$ cat config.mk
export PLATFORM = sky130hd
export DESIGN_NAME = dma_ind_chan
export DESIGN_NICKNAME = d
export VERILOG_FILES = /design/src/rtl/dma_ind_pkg.sv /design/src/rtl/dma_req_latch.sv /design/src/rtl/dma_regs.sv /design/src/rtl/dma_seq.sv /design/src/rtl/dma_ind_chan.sv
export SDC_FILE = /design/constraint.sdc
export NUM_CORES = 1
export LEC_CHECK = 0
export ABC_AREA = 1
export BUFFER_PORTS_ARGS = -buffer_cell sky130_fd_sc_hd__clkbuf_2
export CORE_UTILIZATION = 25
export DETAILED_ROUTE_END_ITERATION = 10
export PLACE_DENSITY = 0.52
export SLEW_MARGIN = 10
export SYNTH_ARGS = -nofsm -noshare
export SYNTH_HDL_FRONTEND = slang
export SYNTH_SLANG_ARGS = --single-unit
$ cat constraint.sdc
create_clock -name clk -period 5.15 [get_ports clk]
set_input_delay 0.515 -clock clk [delete_from_list [all_inputs] [get_ports clk]]
set_output_delay 0.515 -clock clk [all_outputs]
set_load 0.01 [all_outputs]
$ cat src/rtl/dma_ind_pkg.sv
// Package: shared widths, control-word layout, sequencer states and lane
// helpers for the indirect-source DMA channel. Assumes a 32-bit little-endian bus.
package dma_ind_pkg;
    localparam int ADDR_W = 32;
    localparam int DATA_W = 32;
    localparam int CTL_W  = 9;
    // Control word bit positions
    localparam int C_EN   = 0;
    localparam int C_IND  = 1;
    localparam int C_SM   = 2;
    localparam int C_DM   = 4;
    localparam int C_SZ   = 6;
    localparam int C_IRQ  = 8;

    localparam logic [1:0] SZ_BYTE = 2'b00;
    localparam logic [1:0] SZ_HALF = 2'b01;
    localparam logic [1:0] SZ_WORD = 2'b10;

    typedef enum logic [1:0] {ST_IDLE, ST_PTR, ST_RD, ST_WR} seq_state_e;

    // Byte distance of one step
    function automatic logic [ADDR_W-1:0] step_amt(input logic [1:0] sz, input logic ind);
        if (ind)              return ADDR_W'(4);
        else if (sz == SZ_BYTE) return ADDR_W'(1);
        else if (sz == SZ_HALF) return ADDR_W'(2);
        else                    return ADDR_W'(4);
    endfunction

    // Apply an address mode: 01 increment, 10 decrement, else hold
    function automatic logic [ADDR_W-1:0] next_addr(input logic [ADDR_W-1:0] a,
                                                    input logic [1:0] mode,
                                                    input logic [ADDR_W-1:0] amt);
        case (mode)
            2'b01:   return a + amt;
            2'b10:   return a - amt;
            default: return a;
        endcase
    endfunction

    // Pick the addressed lane of a read word, right-aligned
    function automatic logic [DATA_W-1:0] lane_get(input logic [DATA_W-1:0] w,
                                                  input logic [1:0] lo,
                                                  input logic [1:0] sz);
        case (sz)
            SZ_BYTE: return DATA_W'(w >> (8 * lo)) & DATA_W'(32'hFF);
            SZ_HALF: return DATA_W'(w >> (16 * lo[1])) & DATA_W'(32'hFFFF);
            default: return w;
        endcase
    endfunction

    // Place a right-aligned value on the lane chosen by the address
    function automatic logic [DATA_W-1:0] lane_put(input logic [DATA_W-1:0] d,
                                                  input logic [1:0] lo,
                                                  input logic [1:0] sz);
        case (sz)
            SZ_BYTE: return DATA_W'({24'b0, d[7:0]}) << (8 * lo);
            SZ_HALF: return DATA_W'({16'b0, d[15:0]}) << (16 * lo[1]);
            default: return d;
        endcase
    endfunction
endpackage

$ cat src/rtl/dma_req_latch.sv
// Request latch: holds at most one pending request. Requests are discarded
// while the channel cannot accept them (disabled or count ended).
module dma_req_latch (
    input  logic clk,
    input  logic rst_n,
    input  logic req,
    input  logic accept,
    input  logic take,
    output logic pend
);
    // Set on request, clear when the sequencer takes it or acceptance drops
    always_ff @(posedge clk) begin
        if (!rst_n)       pend <= 1'b0;
        else if (!accept) pend <= 1'b0;
        else              pend <= (pend & ~take) | req;
    end
endmodule

$ cat src/rtl/dma_regs.sv
// Channel registers: source, destination, count and end flag. Updated once
// per completed transfer; software loads take priority over updates.
module dma_regs
    import dma_ind_pkg::*;
#(
    parameter int CNT_W = 16
) (
    input  logic              clk,
    input  logic              rst_n,
    input  logic              ld_src,
    input  logic              ld_dst,
    input  logic              ld_cnt,
    input  logic              clr_end,
    input  logic [ADDR_W-1:0] wdata,
    input  logic              xfer_done,
    input  logic              ind,
    input  logic [1:0]        src_mode,
    input  logic [1:0]        dst_mode,
    input  logic [1:0]        sz,
    output logic [ADDR_W-1:0] src_q,
    output logic [ADDR_W-1:0] dst_q,
    output logic [CNT_W-1:0]  cnt_q,
    output logic              end_q
);
    // Source address register
    always_ff @(posedge clk) begin
        if (!rst_n)         src_q <= '0;
        else if (ld_src)    src_q <= wdata;
        else if (xfer_done) src_q <= next_addr(src_q, src_mode, step_amt(sz, ind));
    end

    // Destination address register
    always_ff @(posedge clk) begin
        if (!rst_n)         dst_q <= '0;
        else if (ld_dst)    dst_q <= wdata;
        else if (xfer_done) dst_q <= next_addr(dst_q, dst_mode, step_amt(sz, 1'b0));
    end

    // Remaining transfer count
    always_ff @(posedge clk) begin
        if (!rst_n)         cnt_q <= '0;
        else if (ld_cnt)    cnt_q <= wdata[CNT_W-1:0];
        else if (xfer_done) cnt_q <= cnt_q - CNT_W'(1);
    end

    // End flag: set by the last transfer, cleared by software
    always_ff @(posedge clk) begin
        if (!rst_n)                                end_q <= 1'b0;
        else if (xfer_done && cnt_q == CNT_W'(1))  end_q <= 1'b1;
        else if (clr_end)                          end_q <= 1'b0;
    end
endmodule

$ cat src/rtl/dma_seq.sv
// Transfer sequencer: drives the bus master port through an optional pointer
// fetch, the data read and the write. Assumes bus_rdy completes an access in
// the cycle it is high, with read data valid in that cycle.
module dma_seq
    import dma_ind_pkg::*;
(
    input  logic              clk,
    input  logic              rst_n,
    input  logic              go,
    input  logic              ind,
    input  logic [1:0]        sz,
    input  logic [ADDR_W-1:0] src,
    input  logic [ADDR_W-1:0] dst,
    input  logic [DATA_W-1:0] bus_rdata,
    input  logic              bus_rdy,
    output logic              take,
    output logic              xfer_done,
    output logic              bus_req,
    output logic              bus_we,
    output logic [1:0]        bus_size,
    output logic [ADDR_W-1:0] bus_addr,
    output logic [DATA_W-1:0] bus_wdata
);
    seq_state_e        state;
    logic [ADDR_W-1:0] ptr_q;
    logic [DATA_W-1:0] data_q;

    assign take      = (state == ST_IDLE) && go;
    assign xfer_done = (state == ST_WR) && bus_rdy;

    // Bus outputs decoded from the current phase
    always_comb begin
        bus_req   = (state != ST_IDLE);
        bus_we    = (state == ST_WR);
        bus_size  = (state == ST_PTR) ? SZ_WORD : sz;
        bus_wdata = '0;
        case (state)
            ST_PTR:  bus_addr = src;
            ST_RD:   bus_addr = ind ? ptr_q : src;
            ST_WR:   begin
                bus_addr  = dst;
                bus_wdata = lane_put(data_q, dst[1:0], sz);
            end
            default: bus_addr = '0;
        endcase
    end

    // Phase sequencing and capture of pointer and data
    always_ff @(posedge clk) begin
        if (!rst_n) begin
            state  <= ST_IDLE;
            ptr_q  <= '0;
            data_q <= '0;
        end else begin
            case (state)
                ST_IDLE: if (go) state <= ind ? ST_PTR : ST_RD;
                ST_PTR:  if (bus_rdy) begin
                    ptr_q <= bus_rdata;
                    state <= ST_RD;
                end
                ST_RD:   if (bus_rdy) begin
                    data_q <= lane_get(bus_rdata, bus_addr[1:0], sz);
                    state  <= ST_WR;
                end
                default: if (bus_rdy) state <= ST_IDLE;
            endcase
        end
    end
endmodule

$ cat src/rtl/dma_ind_chan.sv
// Top: single cycle-steal DMA channel with optional indirect source. Holds
// the control word and ties the request latch, registers and sequencer.
module dma_ind_chan
    import dma_ind_pkg::*;
#(
    parameter int CNT_W = 16
) (
    input  logic              clk,
    input  logic              rst_n,
    input  logic              master_en,
    input  logic              ld_src,
    input  logic              ld_dst,
    input  logic              ld_cnt,
    input  logic              ld_ctl,
    input  logic              clr_end,
    input  logic [31:0]       cfg_wdata,
    input  logic              xfer_req,
    output logic              bus_req,
    output logic              bus_we,
    output logic [1:0]        bus_size,
    output logic [31:0]       bus_addr,
    output logic [31:0]       bus_wdata,
    input  logic [31:0]       bus_rdata,
    input  logic              bus_rdy,
    output logic              end_flag,
    output logic              irq,
    output logic [31:0]       cur_src,
    output logic [31:0]       cur_dst,
    output logic [CNT_W-1:0]  cur_cnt
);
    logic [CTL_W-1:0] ctl_q;
    logic ch_en, ind_en, irq_en, run, accept, pend, take, xfer_done, go;
    logic [1:0] src_mode, dst_mode, xsize;

    // Control word register
    always_ff @(posedge clk) begin
        if (!rst_n)      ctl_q <= '0;
        else if (ld_ctl) ctl_q <= cfg_wdata[CTL_W-1:0];
    end

    assign ch_en    = ctl_q[C_EN];
    assign ind_en   = ctl_q[C_IND];
    assign src_mode = ctl_q[C_SM +: 2];
    assign dst_mode = ctl_q[C_DM +: 2];
    assign xsize    = ctl_q[C_SZ +: 2];
    assign irq_en   = ctl_q[C_IRQ];
    assign run      = ch_en && master_en;
    assign accept   = run && !end_flag;
    assign go       = pend && accept && (cur_cnt != '0);
    assign irq      = end_flag && irq_en;

    dma_req_latch u_req (
        .clk(clk), .rst_n(rst_n), .req(xfer_req), .accept(accept),
        .take(take), .pend(pend)
    );

    dma_regs #(.CNT_W(CNT_W)) u_regs (
        .clk(clk), .rst_n(rst_n), .ld_src(ld_src), .ld_dst(ld_dst),
        .ld_cnt(ld_cnt), .clr_end(clr_end), .wdata(cfg_wdata),
        .xfer_done(xfer_done), .ind(ind_en), .src_mode(src_mode),
        .dst_mode(dst_mode), .sz(xsize), .src_q(cur_src), .dst_q(cur_dst),
        .cnt_q(cur_cnt), .end_q(end_flag)
    );

    dma_seq u_seq (
        .clk(clk), .rst_n(rst_n), .go(go), .ind(ind_en), .sz(xsize),
        .src(cur_src), .dst(cur_dst), .bus_rdata(bus_rdata), .bus_rdy(bus_rdy),
        .take(take), .xfer_done(xfer_done), .bus_req(bus_req), .bus_we(bus_we),
        .bus_size(bus_size), .bus_addr(bus_addr), .bus_wdata(bus_wdata)
    );
endmodule

# After elaboration in Yosys (flattened, before gate mapping)

Index checks and enable logic that the tools add are counted.

Bits in registers: 157
Word-level logic and storage cells: 90

Add/sub/neg operators: 5
Equality and inequality tests: 12
Shifts and indexed selects: 4
Mux-type cells: 31
Bitwise gates (word level): 3
Reductions and logical operators: 26

Operator list:

| cell                    | number |
|---|---|
| $mux W32                | 14 |
| $pmux W32 S2            | 4 |
| $pmux W32 S3            | 1 |
| $add A32 B32 Y32        | 2 |
| $sub A32 B32 Y32        | 2 |
| $mux W16                | 2 |
| $shl A16 B5 Y32         | 1 |
| $shl A8 B5 Y32          | 1 |
| $shr A32 B5 Y16         | 1 |
| $shr A32 B5 Y8          | 1 |
| $eq A16 B1 Y1 const B   | 1 |
| $reduce_bool A16 Y1     | 1 |
| $sub A16 B1 Y16 const B | 1 |
| $mux W2                 | 6 |
| $reduce_bool A2 Y1      | 6 |
| $reduce_and A2 Y1       | 5 |
| $eq A2 B1 Y1 const B    | 4 |
| $eq A2 B2 Y1 const B    | 4 |
| $logic_and A1 B1 Y1     | 8 |
| $pmux W2 S3             | 1 |
| $reduce_bool A3 Y1      | 2 |
| $logic_not A2 Y1        | 2 |
| $ne A2 B2 Y1 const B    | 2 |
| $reduce_and A4 Y1       | 1 |
| 7 further kinds         | 8 |

# Logic depth before layout (Yosys ltp)

Gate-level depths: netlist of run 1.

Depth after elaboration: 11
Mapped depth: 21
Mapped depth without buffers: 21

# By module

A second synthesis of run 1 with hierarchy kept.

Cell total of the unflattened synthesis: 2,271
Area, all modules: 13,271.5 sq um

By module, submodules not included:

| module        | instances | cells an instance | area each (sq um) | sequential area each (sq um) |
|---|---|---|---|---|
| dma_regs      | 1         | 1,473             | 8,474.4           | 1,621.6 |
| dma_seq       | 1         | 734               | 4,366.7           | 1,321.3 |
| dma_ind_chan  | 1         | 58                | 386.6             | 180.2 |
| dma_req_latch | 1         | 6                 | 43.8              | 20.0 |

# Worst setup path before layout of run 1

No wires, ideal clock.

Kind: register to register
From: register ctl_q[1]
To: register u_regs.src_q[10]
Setup time: 132 ps
Data arrival time: 2,723 ps
Slack: 2,295 ps
Cell stages (with the launch flop): 18
Path through: dfxtp_1 -> buf_6 -> clkbuf_1 -> nor2_1 -> inv_1 -> ha_1 -> ha_1 -> or2_2 -> ha_1 -> nand2_1 -> inv_1 -> nand2_1 -> nand3_1 -> nand2_1 -> nand2_1 -> or2_2 -> nand3_1 -> a21oi_1

Longest elaborated chain between the ends: 8

RTL lines:

| element                                              | line                                 | text |
|---|---|---|
| from (decl)                                          | dma_ind_chan.sv:31                   | `logic [CTL_W-1:0] ctl_q;` |
| from (signal assigned)                               | dma_ind_chan.sv:38                   | `else if (ld_ctl) ctl_q <= cfg_wdata[CTL_W-1:0];` |
| $mux W32 (*)                                         | dma_ind_pkg.sv:23                    | `if (ind) return ADDR_W'(4);` |
| $mux W32 (*)                                         | dma_regs.sv:29                       | `else if (xfer_done) src_q <= next_addr(src_q, src_mode, step_amt(sz, ind));` |
| $mux W32 (*)                                         | dma_regs.sv:28                       | `else if (ld_src) src_q <= wdata;` |
| $mux W32 (*)                                         | dma_regs.sv:27                       | `if (!rst_n) src_q <= '0;` |
| $sub A32 B32 Y32 or $add A32 B32 Y32 (tied branches) | dma_ind_pkg.sv:35, dma_ind_pkg.sv:34 |  |
| $pmux W32 S2 (*)                                     | dma_ind_pkg.sv:33                    | `case (mode)` |
| $mux W32 (*)                                         | dma_regs.sv:29                       |  |
| $mux W32 (*)                                         | dma_regs.sv:28                       |  |
| to (signal assigned)                                 | dma_regs.sv:28                       |  |
| to (signal assigned)                                 | dma_regs.sv:29                       |  |
| to (decl)                                            | dma_regs.sv:20                       | `output logic [ADDR_W-1:0] src_q,` |

Mark *: on every way between the ends. The rest lies on a longest branch, timed or not. The select of a mux whose other input is x is not followed.
A chain may end at the register's enable or synchronous reset.

# Final worst setup path of run 1

From: register u_seq.state[0]
To: output port bus_addr[1]

Longest elaborated chain between the ends: 2

RTL lines:

| element                                      | line               | text |
|---|---|---|
| from (decl)                                  | dma_seq.sv:24      | `seq_state_e state;` |
| from (signal assigned)                       | dma_seq.sv:56      | `ST_IDLE: if (go) state <= ind ? ST_PTR : ST_RD;` |
| $eq A2 B2 Y1 or $eq A2 B1 Y1 (tied branches) | dma_seq.sv:37      | `case (state)` |
| $pmux W32 S3 (*)                             | dma_seq.sv:37      |  |
| to (decl)                                    | dma_ind_chan.sv:21 | `output logic [31:0] bus_addr,` |

Mark *: on every way between the ends. The rest lies on a longest branch, timed or not.

==> flow_summary.yaml, run 1 <==
synth:
  synth_area_um2: 13140
  synth_edf_count: 0
  synth_area_leader_cell: "dfxtp_1"
  synth_top_area_share_pct: 23.92
  ys.flop_type: "dfxtp_1"
  yosys_register_bits: 157
  synth_nets: 2376
  synth_area_leaders: "dfxtp_1 24%, nand2_1 20%, inv_1 8.6%, ha_1 7.1%, a21oi_1 6.4%"
  async_flop_share_pct: 0
  yosys_warnings: 0
  synthCells: 2225
  postSynthAreaPerCell_um2: 5.906
  yosysSeqAreaShare_pct: 23.92
  synth.distinct_cells: 51
setup_path:
  arrival_ps: 3160
  cp-start-kind: "flip-flop"
  critPathCaptureType: "output port"
  r2r_cells: 16
  cp.required_ps: 4640
  critPathKind: "reg -> out"
  cp_max_fo: 33
detailed_routing:
  wire_per_inst_um: 18.63
  drc: 0
  vias: 15319
  firstDrtPassIters: 5
  viasPerCell: 4.964
  antenna_left: 0
  drtIter0Drc: 1229
  routed_wl_mm: 57.48
timing:
  fin_crit_sh_pct: 71.29
  finalHoldViolCount: 0
  slew_headroom_pct: 23.48
  setup-tns-final_ps: 0
  clock_skew_ps: 14.35
  hold_ws_ps: 249.3
  setup_viol: 0
  max_freq_ghz: 0.2724
  finalWorstPathRequiredPeriod_ps: 3671
  tightest_slew_ps: 1148
  rsz0062_at_grt: "false"
  finalMaxSlewViolations: 0
grt:
  track_usage_pct: 21.36
  antenna_found_initial: 6
  grt_pass1_vias: 14293
  grt_pass1_wl_mm: 86.17
  grt_start_max_net_pins: 89
  grt_overflow: 0
cts:
  cts_made_buffers: 17
  clock_latency_ps: 490
  cts_sinks: 157
  cts_root_buf: "clkbuf_16"
  cts_tree: "yes"
  cts_resized: 0
  post_cts_buffers: 0
  clk_path_buf_depth: 2
  path_clk_slew_ps: 70
  cts_hold_buf: 0
  cts.htree.levels: 4
floorplan:
  rows: 83
  die_h_um: 231.3
  core_um2: 51610
  io-pin-count: 224
  start_util_pct: 25.46
  dieArea_um2: 53490
  die_w_um: 231.3
power_and_ir_drop:
  switching_share_pct: 35.71
  pwr-share-clk_pct: 38.9
  peakVddDrop_uv: 246.9
  p_seq_share_pct: 37.6
  powerDensity_nw_per_um2: 233.0
  switching_power_mw: 1.281
  p_leak_nw: 7.599
  p_int_mw: 2.306
  p_comb_share_pct: 23.6
cells_and_area:
  fin_nets: 2544
  areaGrowthSynthToFinish_pct: 17.12
  finalInstanceArea_um2: 15390
  diodes: 0
  drive_above_1_share_pct: 13.42
  fin_cells: 3086
place:
  hpwlAfterDp_mm: 45.07
  placed_area_um2: 14780
  numPortBuffers: 223
  dp_cells: 3054
  gp_congestion: 0.9522
worst_hold_path:
  holdPathStages: 3
  hold_path_class: "in -> reg"
status:
  status: "finished clean"
flow_run:
  drv_cap: 0
-- cells by family (layout without fill, tap and decap cells) --
family,Yosys count,in the layout,synth area share [%]
and+or+nand+nor,1136,1136,35.70
AOI/OAI and AO/OA,425,425,18.60
buffers and inverters,397,578,12.13
DFF,157,157,23.92
adders and majority gates,77,77,7.446
xor gates and xnor gates,33,33,2.199
-- power groups by stage --
stage          Sequential, mW  Clock [mW]  Combinational (mW)
2_1_floorplan            1.35           0               0.549
3_3_place_gp             1.37           0               0.831
3_5_place_dp             1.37           0               0.835
4_1_cts                  1.35        1.43               0.840
5_1_grt                  1.35        1.46               0.941
6_report                 1.35        1.39               0.845
-- critical path: stages (launching register included) --
cell,delay [ps]
dfxtp_1,430
inv_1,130
ha_1,300
inv_1,820
a21oi_1,60
o21ai_1,150
nand3_2,110
nand2_4,290
inv_2,190
clkbuf_2,170
-- layer usage --
layer  track usage, %  vias up  wire length, um
li1                 -     7499                -
met1            28.60     7164            26100
met2            33.65      571            25250
met3            4.761       77             4674
met4            6.954        8             1403
met5                0        -               57
-- area by class of cell --
class	count	area, um2
Multi-Input combinational cell	1671	8407
Tap cell	680	850.8
Sequential cell	157	3144
Timing Repair Buffer	235	1206
Clock buffer	20	466.7
Fill cell	5857	36220
Inverter	311	1171
Clock inverter	12	145.1
-- final timing paths --
path                                                    start                            end  slack [ps]
worst min-delay path                                 xfer_req          u_req.pend$_SDFF_PN0_         250
worst max register to register          ctl_q[6]$_SDFFE_PN0P_  u_regs.src_q[14]$_SDFFE_PN0P_        1780
worst min register to register  u_seq.data_q[25]$_SDFFE_PN0P_  u_seq.data_q[25]$_SDFFE_PN0P_         470
worst max-delay path              u_seq.state[0]$_SDFFE_PN0P_                    bus_addr[1]        1480
-- placed cells by master, fill, tap and decap left out, types with 3 or more instances in the layout --
cell	n
inv_1	301
and2_1	4
o22ai_1	13
o21ai_1	3
clkbuf_8	3
buf_4	12
a31oi_1	49
ha_1	74
nand3_1	139
a21oi_1	169
o211ai_1	19
xor2_1	28
nand3_2	3
o21ai_0	104
xnor2_1	5
nand2_1	706
nor3_1	11
o21bai_1	4
nand3b_1	9
nand4_1	3
dfxtp_1	156
clkbuf_2	223
inv_2	5
nor2_1	220
clkbuf_16	17
or2_2	5
a22oi_1	50
clkinv_1	3
nor2_4	7
nand2_2	13
nor2_2	7
inv_6	6
-- flip-flops by register name (all words and copies together) (netlist names) --
register      flops
ctl_q             9
u_regs.cnt_q     16
u_regs.dst_q     32
u_regs.end_q      1
u_regs.src_q     32
u_req.pend        1
u_seq.data_q     32
u_seq.ptr_q      32
u_seq.state       2
-- Yosys cell counts (13+ instances only) --
master,instances
a21oi_1,169
inv_1,302
dfxtp_1,157
nand2_1,706
nor2_1,220
o22ai_1,13
nand2_2,13
a22oi_1,50
o211ai_1,19
buf_2,21
ha_1,75
xor2_1,28
clkbuf_1,50
o21ai_0,104
a31oi_1,49
nand3_1,139
-- through the flow --
| stage | power [mW] | worst slack, ps | util, % |
|---|---|---|---|
| after global placement | 2.204 | 1876 | 28.63 |
| after floorplan | 1.902 | 2295 | - |
| after CTS | 3.613 | 1483 | 29.82 |
| after detailed placement | 2.210 | 1810 | 28.63 |
| after global routing | 3.753 | 1234 | 29.82 |
| final | 3.587 | 1479 | 29.82 |
Note: power is estimated with default switching activity, not from simulation.
==> run 2, diff against run 1 <==
clock period = 3.7 ns   (was 5.15 ns; I/O delays follow)
==> flow_summary.yaml, run 2 (synthesis results as in run 1) <==
setup_path:
  cp_max_fo: 14
  critPathCaptureType: "flip-flop"
  critPathKind: "reg -> reg"
  cp.required_ps: 4120
  arrival_ps: 3770
  r2r_cells: 16
  cp-start-kind: "flip-flop"
timing:
  fin_ws_ps: 349.7
  rsz0062_at_grt: "false"
  setup_viol: 0
  clock_skew_ps: 15.58
  setup-tns-final_ps: 0
  finalWorstPathRequiredPeriod_ps: 3350
  max_freq_ghz: 0.2985
  slew_headroom_pct: 28.94
  finalHoldViolCount: 0
  finalMaxSlewViolations: 0
  fin_crit_sh_pct: 90.55
  tightest_slew_ps: 1065
floorplan:
  io-pin-count: 224
  core_um2: 51610
  start_util_pct: 25.46
  rows: 83
  dieArea_um2: 53490
  die_w_um: 231.3
  die_h_um: 231.3
grt:
  met1_usage_pct: 27.83
  grt_pass1_wl_mm: 85.19
  track_usage_pct: 21.15
  grt_pass1_vias: 14012
  grt_overflow: 0
  grt_use_met2_pct: 33.29
  antenna_found_initial: 5
  gr-usage-met3_pct: 5.623
  grt_start_max_net_pins: 62
  busiest_layer: "met2"
worst_hold_path:
  hold_path_class: "in -> reg"
  holdPathStages: 3
cts:
  path_clk_slew_ps: 70
  cts_root_buf: "clkbuf_16"
  post_cts_buffers: 0
  cts_resized: 0
  clock_latency_ps: 480
  cts_made_buffers: 17
  clk_path_buf_depth: 2
  cts_tree: "yes"
  cts.htree.levels: 4
  cts_hold_buf: 0
  cts_sinks: 157
power_and_ir_drop:
  peakVddDrop_uv: 273.6
  p_leak_nw: 7.623
  powerDensity_nw_per_um2: 318.8
  total_power_mw: 4.917
detailed_routing:
  wire_per_inst_um: 18.45
  drc: 0
  routed_wl_mm: 57.08
  firstDrtPassIters: 6
  antenna_left: 0
  drtIter0Drc: 1232
  vias: 15215
  viasPerCell: 4.918
place:
  detailedPlace.worstSlack_ps: 380.3
  hpwlAfterDp_mm: 45.58
  dp_cells: 3061
  numPortBuffers: 223
  gp_congestion: 0.9499
cells_and_area:
  areaGrowthSynthToFinish_pct: 17.37
  fin_nets: 2551
  fin_cells: 3094
  layout_commonest_cell: "nand2_1"
  final_cell_mix: "706 x nand2_1, 301 x inv_1, 223 x clkbuf_2"
  drive_above_1_share_pct: 13.68
flow_run:
  drv_cap: 0
status:
  status: "finished clean"
==> run 2: path summary, 6_finish.rpt <==
path                            startpoint                            end  slack (ps)
min reg2reg  u_seq.data_q[22]$_SDFFE_PN0P_  u_seq.data_q[22]$_SDFFE_PN0P_         470
max                  ctl_q[6]$_SDFFE_PN0P_  u_regs.src_q[14]$_SDFFE_PN0P_         350
min                               xfer_req          u_req.pend$_SDFF_PN0_         100
max reg2reg          ctl_q[6]$_SDFFE_PN0P_  u_regs.src_q[14]$_SDFFE_PN0P_         350
==> run 2: per-layer routing <==
layer  part of all wire [%]  vias up
li1                       -     7534
met1                     45     7012
met2                     44      584
met3                    8.6       77
met4                    2.3        8
met5                  0.088        -
==> run 2: layout make-up <==
cell class | instances | area (um2)
Multi-Input combinational cell | 1671 | 8407
Sequential cell | 157 | 3144
Antenna cell | 1 | 2.502
Tap cell | 680 | 850.8
Clock inverter | 15 | 163.9
Timing Repair Buffer | 242 | 1259
Clock buffer | 17 | 425.4
Fill cell | 5955 | 36190
Inverter | 311 | 1171
==> run 2: critical path: stages, from the launching register on <==
cell and delay [ps]:
dfxtp_1 360, nor2_1 160, inv_1 90, nor2_1 150
inv_1 60, ha_1 180, ha_1 210, or2_2 470
ha_1 440, nand2_1 130, nor2_1 210, and2_1 150
nand2_1 60, nand2_2 130, xor2_1 270, nand2_1 80
a21oi_1 140
==> run 2: where the power goes <==
group	leakage, nW	internal [mW]	switching (mW)
Clock	0.290	1.00	0.860
Sequential	1.28	1.76	0.114
Combinational	6.05	0.390	0.789
Total	7.62	3.15	1.76
==> run 2: stage by stage <==
step	hold slack, ps	utilization, %	area [um2]
6_report	101.3	29.88	15420
3_3_place_gp	447.0	28.74	14830
4_1_cts	71.87	29.88	15420
3_5_place_dp	461.2	28.74	14830
2_1_floorplan	429.7	-	13140
5_1_grt	117.6	29.88	15420
==> run 3, diff against run 2 <==
ABC_AREA = default   (was 1)
==> flow_summary.yaml, run 3 <==
status:
  status: "finished clean"
synth:
  synth_top_area_share_pct: 26.62
  synthCells: 1541
  ys.flop_type: "dfxtp_1"
  yosysMostFrequentCell: "nand2_1"
  synth.distinct_cells: 76
  synth_commonest_cells: "221 x nand2_1, 157 x dfxtp_1, 131 x a21oi_1"
  synth_area_leaders: "dfxtp_1 27%, ha_1 7.9%, nand2_1 7.0%, a21oi_1 5.6%, o21ai_0 4.7%"
  yosys_warnings: 0
  async_flop_share_pct: 0
  synth_area_um2: 11810
  synth_edf_count: 0
  synth_nets: 1692
  yosys_register_bits: 157
  synth_area_leader_cell: "dfxtp_1"
  postSynthAreaPerCell_um2: 7.661
  yosysSeqAreaShare_pct: 26.62
timing:
  slew_headroom_pct: 28.54
  finalHoldViolCount: 0
  clock_skew_ps: 12.97
  max_freq_ghz: 0.2829
  setup_viol: 0
  fin_crit_sh_pct: 95.53
  hold_ws_ps: 186.4
  setup-tns-final_ps: 0
  finalMaxSlewViolations: 0
  tightest_slew_ps: 1069
  finalWorstPathRequiredPeriod_ps: 3534
  fin_ws_ps: 165.5
cts:
  cts_root_buf: "clkbuf_16"
  cts_made_buffers: 17
  cts_hold_buf: 0
  path_clk_slew_ps: 70
  cts_sinks: 157
  clock_latency_ps: 450
  clk_path_buf_depth: 2
  cts.htree.levels: 4
  cts_tree: "yes"
power_and_ir_drop:
  switching_share_pct: 33.89
  p_leak_nw: 5.952
  switching_power_mw: 1.580
  p_seq_share_pct: 40.0
  peakVddDrop_uv: 325.2
  total_power_mw: 4.663
  p_comb_share_pct: 23.9
  pwr-share-clk_pct: 36.0
  powerDensity_nw_per_um2: 325.3
  p_int_mw: 3.083
setup_path:
  crit_end: "u_regs.src_q[27]$_SDFFE_PN0P_"
  cp.required_ps: 4030
  r2r_end: "u_regs.src_q[27]$_SDFFE_PN0P_"
  cp_max_fo: 10
  cp-start-kind: "flip-flop"
  critPathCaptureType: "flip-flop"
  r2r_slack_ps: 170
  critPathKind: "reg -> reg"
  r2r_cells: 16
  arrival_ps: 3860
  r2r_start: "ctl_q[1]$_SDFFE_PN0P_"
  crit_path_start: "ctl_q[1]$_SDFFE_PN0P_"
floorplan:
  dieArea_um2: 48090
  die_h_um: 219.3
  core_um2: 46560
  rows: 79
  io-pin-count: 224
  start_util_pct: 25.36
  die_w_um: 219.3
detailed_routing:
  vias: 12334
  drtIter0Drc: 947
  drc: 0
  routed_wl_mm: 47.74
  wire_per_inst_um: 20.25
  antenna_left: 0
  viasPerCell: 5.231
  firstDrtPassIters: 8
flow_run:
  drv_cap: 0
place:
  hpwlAfterDp_mm: 37.18
  detailedPlace.worstSlack_ps: 148.9
  numPortBuffers: 223
  gp_congestion: 0.9098
grt:
  grt_overflow: 0
  antenna_found_initial: 3
  grt_pass1_vias: 11497
  track_usage_pct: 19.36
  grt_start_max_net_pins: 58
  grt_pass1_wl_mm: 70.34
cells_and_area:
  final_cell_mix: "222 x clkbuf_2, 221 x nand2_1, 157 x dfxtp_1"
  fin_nets: 1889
  layout_commonest_cell: "clkbuf_2"
  diodes: 0
  areaGrowthSynthToFinish_pct: 21.44
  drive_above_1_share_pct: 21.30
  finalCoreUtilization_pct: 30.79
worst_hold_path:
  hold_path_class: "in -> reg"
  holdPathStages: 2
==> run 3: per-stage QoR <==
step	area, um2	instances
floorplan	11810	1541
global placement	13730	2325
detailed placement	13730	2325
CTS	14270	2357
global route	14340	2358
finish	14340	2358
==> run 3: power by group through the flow <==
stage	combinational, mW	sequential (mW)	clock (mW)
after global routing	1.22	1.87	1.78
after detailed placement	1.09	1.90	0
final	1.12	1.87	1.68
after floorplan	0.691	1.87	0
after CTS	1.10	1.86	1.72
after global placement	1.09	1.90	0
==> run 3: area by class of cell <==
cell class,instances,area [um2]
timing repair buffer,283,1582
sequential,157,3143
inverter,39,146.4
fill,5043,32220
clock inverter,14,108.9
clock buffer,18,429.2
multi-input combinational,1240,8168
tap,607,759.5
==> run 3: timing repair <==
item,in CTS,in global routing
gates resized for setup,0,8
buffers inserted,0,1
setup endpoints to repair,0,9
==> run 3: worst max-delay path, cell delays in order (launching register included) <==
cell	delay (ps)
dfxtp_1	330
or3_1	400
ha_1	210
ha_1	200
nand2b_4	190
buf_4	200
ha_1	370
and3_1	210
and3_1	170
o21ai_0	90
nand2_1	170
buf_4	170
a21oi_1	120
o21bai_1	80
xor2_1	150
a221oi_1	270
nor2b_1	70
==> run 3: metal layers <==
metal  routed length (um)  vias to the layer above  share of wire [%]  GRT usage [%]
li1                     -                     5997                  -              -
met1                21540                     5847                 45          25.46
met2                21510                      418                 45          30.85
met3                 3182                       66                6.7          3.659
met4                 1459                        6                3.1          7.847
met5                   45                        -              0.094              0
==> run 3: worst min path at each step <==
stage                                        from                       endpoint  slack, ps
detailed placement  u_seq.data_q[31]$_SDFFE_PN0P_  u_seq.data_q[31]$_SDFFE_PN0P_        460
finish                              cfg_wdata[23]  u_regs.dst_q[23]$_SDFFE_PN0P_        190
CTS                                 cfg_wdata[23]  u_regs.dst_q[23]$_SDFFE_PN0P_        170
global placement    u_seq.data_q[31]$_SDFFE_PN0P_  u_seq.data_q[31]$_SDFFE_PN0P_        450
floorplan            u_seq.ptr_q[10]$_SDFFE_PN0P_   u_seq.ptr_q[10]$_SDFFE_PN0P_        440
global route                        cfg_wdata[16]  u_regs.dst_q[16]$_SDFFE_PN0P_        180
==> run 3: logic make-up after synthesis <==
family | count (synthesis) | synth area share (%)
AND/OR/NAND/NOR | 520 | 20.36
AO/OA/AOI/OAI | 510 | 29.18
flip-flops | 157 | 26.62
buffers and inverters | 144 | 4.727
adder cells (fa/ha/maj) | 77 | 8.288
XOR/XNOR | 73 | 5.416
multiplexers | 60 | 5.405
